**src/rtl/regwin_pkg.sv**
```systemverilog
package regwin_pkg;
  typedef enum logic {
    POL_WINDOW = 1'b0,
    POL_ONCE   = 1'b1
  } wprot_pol_e;
endpackage

```
**src/rtl/rw_cycle_counter.sv**
```systemverilog
module rw_cycle_counter #(
  parameter int WINDOW = 64
) (
  input  logic clk,
  input  logic rst_n,
  input  logic tick_i,
  output logic open_o
);
  localparam int CW = $clog2(WINDOW + 1);
  localparam logic [CW-1:0] LIMIT = CW'(WINDOW);

  logic [CW-1:0] cnt_q;

  // saturating count of bus strobes since reset
  always_ff @(posedge clk or negedge rst_n) begin
    if (!rst_n) cnt_q <= '0;
    else if (tick_i && (cnt_q != LIMIT)) cnt_q <= cnt_q + 1'b1;
  end

  assign open_o = (cnt_q < LIMIT);
endmodule

```
**src/rtl/rw_addr_decode.sv**
```systemverilog
module rw_addr_decode #(
  parameter int NUM_REGS  = 4,
  parameter int ADDR_W    = 8,
  parameter int BASE_ADDR = 'h38
) (
  input  logic [ADDR_W-1:0]   addr_i,
  output logic [NUM_REGS-1:0] sel_o
);
  for (genvar i = 0; i < NUM_REGS; i++) begin : g_sel
    assign sel_o[i] = (addr_i == ADDR_W'(BASE_ADDR + i));
  end
endmodule

```
**src/rtl/rw_guard_slot.sv**
```systemverilog
module rw_guard_slot
  import regwin_pkg::*;
#(
  parameter int DATA_W = 8,
  parameter logic [DATA_W-1:0] RST_VAL = '1
) (
  input  logic              clk,
  input  logic              rst_n,
  input  logic              hit_i,
  input  logic              pol_i,
  input  logic              special_i,
  input  logic              win_open_i,
  input  logic [DATA_W-1:0] wdata_i,
  output logic              we_o,
  output logic [DATA_W-1:0] q_o
);
  wprot_pol_e  pol;
  logic        used_q;
  logic        allow;
  logic [DATA_W-1:0] data_q;

  assign pol = wprot_pol_e'(pol_i);

  always_comb begin
    unique case (pol)
      POL_ONCE:   allow = !used_q;
      default:    allow = win_open_i;
    endcase
    we_o = hit_i && (special_i || allow);
  end

  always_ff @(posedge clk or negedge rst_n) begin
    if (!rst_n) begin
      data_q <= RST_VAL;
      used_q <= 1'b0;
    end else if (we_o) begin
      data_q <= wdata_i;
      if (pol == POL_ONCE) used_q <= 1'b1;
    end
  end

  assign q_o = data_q;
endmodule

```
**src/rtl/regwin_guard.sv**
```systemverilog
module regwin_guard #(
  parameter int NUM_REGS  = 4,
  parameter int DATA_W    = 8,
  parameter int ADDR_W    = 8,
  parameter int BASE_ADDR = 'h38,
  parameter int WINDOW    = 64,
  parameter logic [DATA_W-1:0] RST_VAL = '1
) (
  input  logic                       clk,
  input  logic                       rst_n,
  input  logic                       bus_cycle,
  input  logic                       wr_en,
  input  logic [ADDR_W-1:0]          wr_addr,
  input  logic [DATA_W-1:0]          wr_data,
  input  logic [NUM_REGS-1:0]        policy_once,
  input  logic                       special_mode,
  output logic [NUM_REGS-1:0]        reg_we,
  output logic [NUM_REGS*DATA_W-1:0] reg_q
);
  logic                win_open;
  logic [NUM_REGS-1:0] sel;
  logic                wr_go;

  assign wr_go = wr_en && bus_cycle;

  rw_cycle_counter #(.WINDOW(WINDOW)) u_cnt (
    .clk    (clk),
    .rst_n  (rst_n),
    .tick_i (bus_cycle),
    .open_o (win_open)
  );

  rw_addr_decode #(
    .NUM_REGS  (NUM_REGS),
    .ADDR_W    (ADDR_W),
    .BASE_ADDR (BASE_ADDR)
  ) u_dec (
    .addr_i (wr_addr),
    .sel_o  (sel)
  );

  for (genvar i = 0; i < NUM_REGS; i++) begin : g_slot
    rw_guard_slot #(
      .DATA_W  (DATA_W),
      .RST_VAL (RST_VAL)
    ) u_slot (
      .clk        (clk),
      .rst_n      (rst_n),
      .hit_i      (wr_go && sel[i]),
      .pol_i      (policy_once[i]),
      .special_i  (special_mode),
      .win_open_i (win_open),
      .wdata_i    (wr_data),
      .we_o       (reg_we[i]),
      .q_o        (reg_q[i*DATA_W +: DATA_W])
    );
  end
endmodule

```
**config.mk**
```make
export PLATFORM = sky130hd
export DESIGN_NAME = regwin_guard
export DESIGN_NICKNAME = d
export VERILOG_FILES = /design/src/rtl/regwin_pkg.sv /design/src/rtl/rw_cycle_counter.sv /design/src/rtl/rw_addr_decode.sv /design/src/rtl/rw_guard_slot.sv /design/src/rtl/regwin_guard.sv
export SDC_FILE = /design/constraint.sdc
export NUM_CORES = 1
export LEC_CHECK = 0
export BUFFER_PORTS_ARGS = -buffer_cell sky130_fd_sc_hd__buf_2
export CAP_MARGIN = 10
export CORE_MARGIN = 2
export CORE_UTILIZATION = 50
export DETAILED_ROUTE_END_ITERATION = 10
export PLACE_DENSITY = 0.9
export SYNTH_ARGS = -nofsm -noshare
export SYNTH_HDL_FRONTEND = slang
export SYNTH_SLANG_ARGS = --single-unit
```
**constraint.sdc**
```tcl
create_clock -name clk -period 2.5 [get_ports clk]
set_clock_uncertainty 0.2 [all_clocks]
set_input_delay 0.25 -clock clk [delete_from_list [all_inputs] [get_ports clk]]
set_output_delay 0.25 -clock clk [all_outputs]
set_load 0.03 [all_outputs]
```
==> impl_metrics.csv, run 1 <==
group,metric,value,unit
clock_tree,hold_buffers,4,
power,powerDensity,627.0,nW/um2
floorplan,num_rows,22,
floorplan,coreArea,3633,um2
floorplan,fp.dieH,65.45,um
routing,num_vias,1246,
routing,vias_per_cell,5.024,
routing,routed_wl,3526,um
logic_synthesis,synth-seq-area-share,0.5911,
sta,maxSlewViolCount,0,
critical_path,rrSetupSlack,0.68,ns
clock_tree,cts_made_buffers,5,
clock_tree,cts_root_buf,"clkbuf_8",
power,p_sw,0.4153,mW
critical_path,worst_path_largest_cell_delay,0.63,ns
power,pwr-share-clk,0.283,
power,p_leak,1.228,nW
finish,layout_common_cells,"buf_2 (60), dfstp_2 (32), mux2_2 (25), dfrtp_1 (11)",
place,post-place-ws,0.2155,ns
place,io_buffers,60,
power,power_frac_seq,0.567,
sta,max_slew_margin,0.7647,
finish,n_fill_cell,270,
clock_tree,cts_tree,"yes",
logic_synthesis,yosysUniqueCellTypes,25,
sta,rsz0062_at_grt,"no",
clock_tree,clock_sinks,43,
critical_path,end_kind,"primary output",
critical_path,cp_max_fo,10,
finish,drive_gt1_frac,0.7200,
global_route,grt_pass1_wl,5733,um
hold_path,hold_end,"g_slot[0].u_slot.q_o[5]",
logic_synthesis,synth_largest_area_cell,"dfstp_2",
critical_path,cp_num_buf_inv,3,
logic_synthesis,synth_area_leaders,"dfstp_2 (45%), mux2_2 (15%), dfrtp_1 (15%)",
sta,setup_ws,0.2231,ns
floorplan,die_w,65.45,um
logic_synthesis,ys_ff_latch,43,
hold_path,min-delay-start,"wr_data[5]",
floorplan,start_util,0.5196,
hold_path,hp-class,"input pin to flop",
routing,detail_route.wl_per_cell,14.22,um
clock_tree,cts_resized,0,
finish,antenna_cells,0,
logic_synthesis,synth.avg_cell_area,14.87,um2
sta,post-route-min-period,2.277,ns
critical_path,cpMaxStageDelayCell,"or4_4",
sta,fin_crit_sh,0.9108,
sta,finalSetupViolations,0,
place,gp_congestion,0.7401,
logic_synthesis,yosys_warnings,0,
global_route,first_global_vias,1291,
logic_synthesis,synthCells,127,
finish,nets,226,
sta,whs,0.02838,ns
clock_tree,clock_path_buffers,2,
sta,finalHoldViolations,0,
clock_tree,insertion_delay,0.29,ns
critical_path,cp_data_arrival_time,1.83,ns
routing,drc,0,
floorplan,ioPinCount,61,
status,status,"completed",
global_route,globalRouteMet3Util,0.06678,
routing,drt_iter0_markers,45,
global_route,gr-usage-met1,0.2034,
sta,max_freq,0.4392,GHz
sta,fin_setup_tns,0,ns
power,switching_share,0.2783,
critical_path,ff2ff_path_depth,4,
critical_path,crit_type,"input pin to primary output",
critical_path,cp_top_family,"simple AND/OR/NAND/NOR gates",
critical_path,r2r_start,"u_cnt.cnt_q[6]",
routing,postRouteAntennaNets,0,
power,vdd_drop_max,0.3839,mV
global_route,grt_util_met2,0.3061,
global_route,grt_use_total,0.1786,
critical_path,cp.required,2.05,ns
clock_tree,h-tree-depth,2,
power,combPwrFrac,0.150,
logic_synthesis,synth.top_cell.area_share,0.4453,
finish,layout_commonest_cell,"buf_2",
critical_path,startpoint_type,"input pin",
critical_path,rr_endpoint,"g_slot[0].u_slot.q_o[2]",
critical_path,critical-path-top-cell-by-count,"buf_2",
finish,syn_to_final_growth,26.04,%
global_route,grt-ovfl-total,0,
clock_tree,clk_pin_slew,0.08,ns
job,cap_violations,0,
global_route,grt_max_degree,29,
clock_tree,cts_setup_buffers,0,
critical_path,crit_chain,"buf_2, nand4b_1, or4_1, or4_4, inv_1, buf_2",
power,internal-power,1.077,mW
global_route,antenna_found_initial,0,
floorplan,fp.dieArea,4284,um2
hold_path,min_path_cells,2,
logic_synthesis,synth_nets,154,
routing,first_pass_iters,3,
global_route,top_usage_layer,"met2",
sta,tightest_slew,0.3529,ns
logic_synthesis,synth_area,1888,um2
how the worst max path moves through the flow:
stage / cells past startpoint / startpoint / endpoint / slack (ns)
after floorplan: 8 / bus_cycle / reg_we[0] / 0.24
after global placement: 6 / bus_cycle / reg_we[0] / 0.22
after detailed placement: 6 / bus_cycle / reg_we[0] / 0.22
after CTS: 6 / bus_cycle / reg_we[0] / 0.22
after global routing: 6 / bus_cycle / reg_we[0] / 0.13
final: 6 / bus_cycle / reg_we[0] / 0.22
stage by stage:
stage / power (mW) / cells / util / instance area (um2)
3_5_place_dp: 1.079 / 236 / 0.6205 / 2255
2_1_floorplan: 0.9863 / 127 / - / 1888
4_1_cts: 1.509 / 248 / 0.6550 / 2380
6_report: 1.492 / 248 / 0.6550 / 2380
5_1_grt: 1.577 / 248 / 0.6550 / 2380
3_3_place_gp: 1.063 / 236 / 0.6205 / 2255
power groups by stage:
stage	clock, mW	sequential, mW	combinational (mW)
floorplan	0	0.868	0.119
detailed placement	0	0.855	0.224
global route	0.466	0.857	0.254
global placement	0	0.851	0.211
CTS	0.436	0.845	0.228
finish	0.422	0.846	0.224
logic make-up (layout without fill, tap and decap cells):
logic type               count (synthesis)  after routing  share of synthesized area
AO/OA/AOI/OAI                            7              7                    0.02386
XOR/XNOR                                 5              5                    0.02319
adder cells (fa/ha/maj)                  2              2                    0.01325
buffers and inverters                   12             85                    0.03844
flip-flops                              43             43                     0.5911
multiplexers                            37             37                     0.2339
AND/OR/NAND/NOR                         21             21                    0.07621
flip-flops by register name (all words and copies together), names as in the netlist:
name and count:
g_slot.u_slot.q_o 32, u_cnt.cnt_q 7, g_slot.u_slot.used_q 4
cell usage after synthesis:
| cell | instances |
|---|---|
| nand4_1 | 3 |
| a21o_1 | 3 |
| nand4b_1 | 1 |
| mux2_2 | 25 |
| nor2_1 | 2 |
| xnor2_1 | 5 |
| nand3_1 | 3 |
| buf_4 | 5 |
| or4_1 | 1 |
| nor3_2 | 2 |
| dfrtp_1 | 11 |
| inv_1 | 5 |
| ha_1 | 2 |
| mux2_4 | 8 |
| o21bai_1 | 1 |
| o21ai_0 | 3 |
| buf_2 | 1 |
| and3_1 | 2 |
| buf_6 | 1 |
| mux2i_1 | 4 |
| or4_4 | 1 |
| nor4_4 | 1 |
| nand2_1 | 4 |
| dfstp_2 | 32 |
| nor4_1 | 1 |
area by class of cell:
class	instances	area, um2	share of cell area
Sequential cell	43	1116	0.4690
Multi-Input combinational cell	72	699.4	0.2939
Timing Repair Buffer	72	400.4	0.1682
Clock buffer	6	72.57	0.03049
Tap cell	48	60.06	0.02524
Inverter	5	18.77	0.007886
Clock inverter	2	12.51	0.005258
worst register-to-register path: cells and delay by family, from the launching register on:
kind	cells	cell delay, ns
flip-flops	1	0.46
multiplexers	2	0.49
AND/OR/NAND/NOR	2	0.59
metal layers:
| layer | vias up | share of wire |
|---|---|---|
| li1 | 585 | - |
| met3 | 6 | 0.067 |
| met1 | 610 | 0.43 |
| met5 | - | 0 |
| met2 | 45 | 0.49 |
| met4 | 0 | 0.020 |
Note: power is estimated with default switching activity, not from simulation.
==> inputs of run 2 (changes only) <==
--- a/config.mk
+++ b/config.mk
@@ -10,7 +10,8 @@
 export CORE_MARGIN = 2
 export CORE_UTILIZATION = 50
 export DETAILED_ROUTE_END_ITERATION = 10
-export PLACE_DENSITY = 0.9
+export PLACE_DENSITY = 0.89
 export SYNTH_ARGS = -nofsm -noshare
 export SYNTH_HDL_FRONTEND = slang
+export SYNTH_HIERARCHICAL = 1
 export SYNTH_SLANG_ARGS = --single-unit
==> impl_metrics.csv, run 2 <==
group,metric,value,unit
status,status,"completed",
finish,layout_commonest_cell,"buf_2",
finish,nets,228,
logic_synthesis,synth.cells.most_frequent,"dfstp_2 (32), mux2_2 (32), dfrtp_1 (11)",
finish,fin_area,2481,um2
power,power,1.372,mW
sta,fin_setup_tns,0,ns
routing,drc,0,
clock_tree,clk_pin_slew,0.07,ns
logic_synthesis,synth_ff_type,"dfstp_2",
routing,vias_per_cell,5.088,
logic_synthesis,synth-xor-area-share,0.02225,
finish,syn_to_final_growth,26.06,%
logic_synthesis,synth.top_cell.area_share,0.4272,
logic_synthesis,synth_top_family_by_area,"multiplexers",
sta,rsz0062_at_grt,"no",
global_route,grt_use_total,0.2045,
sta,max_freq,0.4347,GHz
sta,post-route-min-period,2.300,ns
routing,drt_iter0_markers,57,
finish,largest_reg_flops,32,
job,cap_violations,0,
clock_tree,cts_root_buf,"clkbuf_8",
routing,detail_route.wl_per_cell,16.02,um
critical_path,startpoint_type,"input pin",
critical_path,cp.required,2.05,ns
finish,regArea,1116,um2
power,powerDensity,553.1,nW/um2
sta,fin_crit_sh,0.9201,
clock_tree,cts_made_buffers,5,
floorplan,fp.dieArea,4454,um2
place,gp_congestion,0.7940,
logic_synthesis,synth.avg_cell_area,15.14,um2
critical_path,cp_max_fo,9,
clock_tree,clock_path_buffers,2,
logic_synthesis,yosys_warnings,6,
floorplan,fp.dieH,66.74,um
place,dp_hpwl,2925,um
power,vdd_drop_max,0.3228,mV
floorplan,coreArea,3716,um2
sta,maxSlewViolCount,0,
clock_tree,h-tree-depth,2,
routing,num_vias,1272,
logic_synthesis,synthMuxAreaShare,0.1958,
routing,first_pass_iters,4,
clock_tree,insertion_delay,0.30,ns
sta,finalSetupViolations,0,
routing,routed_wl,4004,um
finish,layout_common_cells,"buf_2 (60), mux2_2 (32), dfstp_2 (32), dfrtp_1 (11), inv_1 (8)",
logic_synthesis,synthSimpleGateAreaFrac,0.1176,
logic_synthesis,synth-seq-area-share,0.5671,
sta,max_slew_margin,0.3965,
finish,n_fill_cell,275,
logic_synthesis,synth_area_leaders,"dfstp_2 (43%), mux2_2 (18%), dfrtp_1 (14%)",
hold_path,min-delay-start,"policy_once[3]",
logic_synthesis,synth_adder_area_share,0.01271,
critical_path,end_kind,"primary output",
logic_synthesis,synth-edff-count,0,
finish,multiInputGateArea,822.0,um2
critical_path,r2r_start,"u_cnt/cnt_q[2]",
logic_synthesis,synthCells,130,
sta,finalHoldViolations,0,
critical_path,crit_path_start,"policy_once[0]",
floorplan,start_util,0.5296,
routing,postRouteAntennaNets,0,
clock_tree,clock_sinks,43,
power,p_leak,1.298,nW
floorplan,num_rows,22,
global_route,antenna_found_initial,0,
place,place_area,2328,um2
sta,whs,0.008870,ns
critical_path,cp_data_arrival_time,1.85,ns
logic_synthesis,synthArstFlopShare,1.000,
floorplan,ioPinCount,61,
logic_synthesis,synth_nets,157,
clock_tree,cts_tree,"yes",
logic_synthesis,ys_ff_latch,43,
finish,antenna_cells,0,
floorplan,die_w,66.74,um
hold_path,hp-class,"input pin to flop",
place,io_buffers,60,
logic_synthesis,synth_compound_area_frac,0.06929,
finish,drive_gt1_frac,0.7178,
critical_path,crit_type,"input pin to primary output",
global_route,grt-ovfl-total,0,
global_route,first_global_vias,1331,
logic_synthesis,yosysUniqueCellTypes,27,
logic_synthesis,synth_largest_area_cell,"dfstp_2",
logic_synthesis,synth_area,1968,um2
global_route,grt_pass1_wl,6499,um
global_route,grt_max_degree,44,
sta,tightest_slew,0.9053,ns
finish,fin_util,0.6677,
run 2: cell count changes after synthesis, sizes merged, moves of 2 or more:
| cell | change |
|---|---|
| nor2b | +8 |
| buf | -7 |
| o31ai | +4 |
| inv | +3 |
| mux2i | -3 |
| and3 | +2 |
| nand2 | -2 |
| nand2b | +2 |
| nand3 | -2 |
| or4 | -2 |
run 2: what timing repair did:
item                                   CTS  global route
hold buffers                             4             0
resized for setup                        0             0
endpoints found under the hold margin   14             0
buffers inserted                         0             0
run 2: worst paths after layout:
check / end / depth (start not counted) / slack [ns]
max: reg_we[0] / 6 / 0.20
min: g_slot[3].u_slot/used_q / 2 / 0.009
max reg2reg: u_cnt/cnt_q[1] / 3 / 0.69
min reg2reg: u_cnt/cnt_q[5] / 1 / 0.30
max in group asynchronous: g_slot[3].u_slot/used_q / 2 / 1.12
min in group asynchronous: u_cnt/cnt_q[0] / 2 / 0.41
run 2: kinds of logic after synthesis:
| kind of cell | count (synthesis) |
|---|---|
| flip-flops | 43 |
| XOR/XNOR | 5 |
| buffers and inverters | 8 |
| AND/OR/NAND/NOR | 28 |
| AO/OA/AOI/OAI | 10 |
| multiplexers | 34 |
| adder cells (fa/ha/maj) | 2 |
run 2: power breakdown:
group          internal (mW)  switching (mW)
registers              0.718         0.00757
logic                 0.0438          0.0686
clock network          0.297           0.237
run 2: per-layer routing:
metal	vias up	GRT usage	share of wire
li1	606	-	-
met1	622	0.2417	0.41
met2	35	0.3375	0.53
met3	9	0.06757	0.040
met4	0	0.09184	0.019
met5	-	0	0
run 2: worst max-delay path, cell delays in order:
cell and delay, ns:
dlygate4sd3_1 0.55, buf_2 0.14, nor2b_4 0.12, o31ai_4 0.49, inv_1 0.09, buf_2 0.20
run 2: cell type report:
class / count / share of cell area
flip-flops and latches: 43 / 0.4498
multi-input cells: 79 / 0.3313
repair buffers: 64 / 0.1372
clock buffers: 5 / 0.02774
well taps: 48 / 0.02421
clock inverters: 3 / 0.01765
inverters: 8 / 0.01210
run 2: metrics by stage:
stage | std cells | setup slack [ns]
floorplan | 130 | 0.7581
global placement | 238 | 0.5421
detailed placement | 238 | 0.5052
CTS | 250 | 0.1704
global route | 250 | 0.09494
finish | 250 | 0.1998
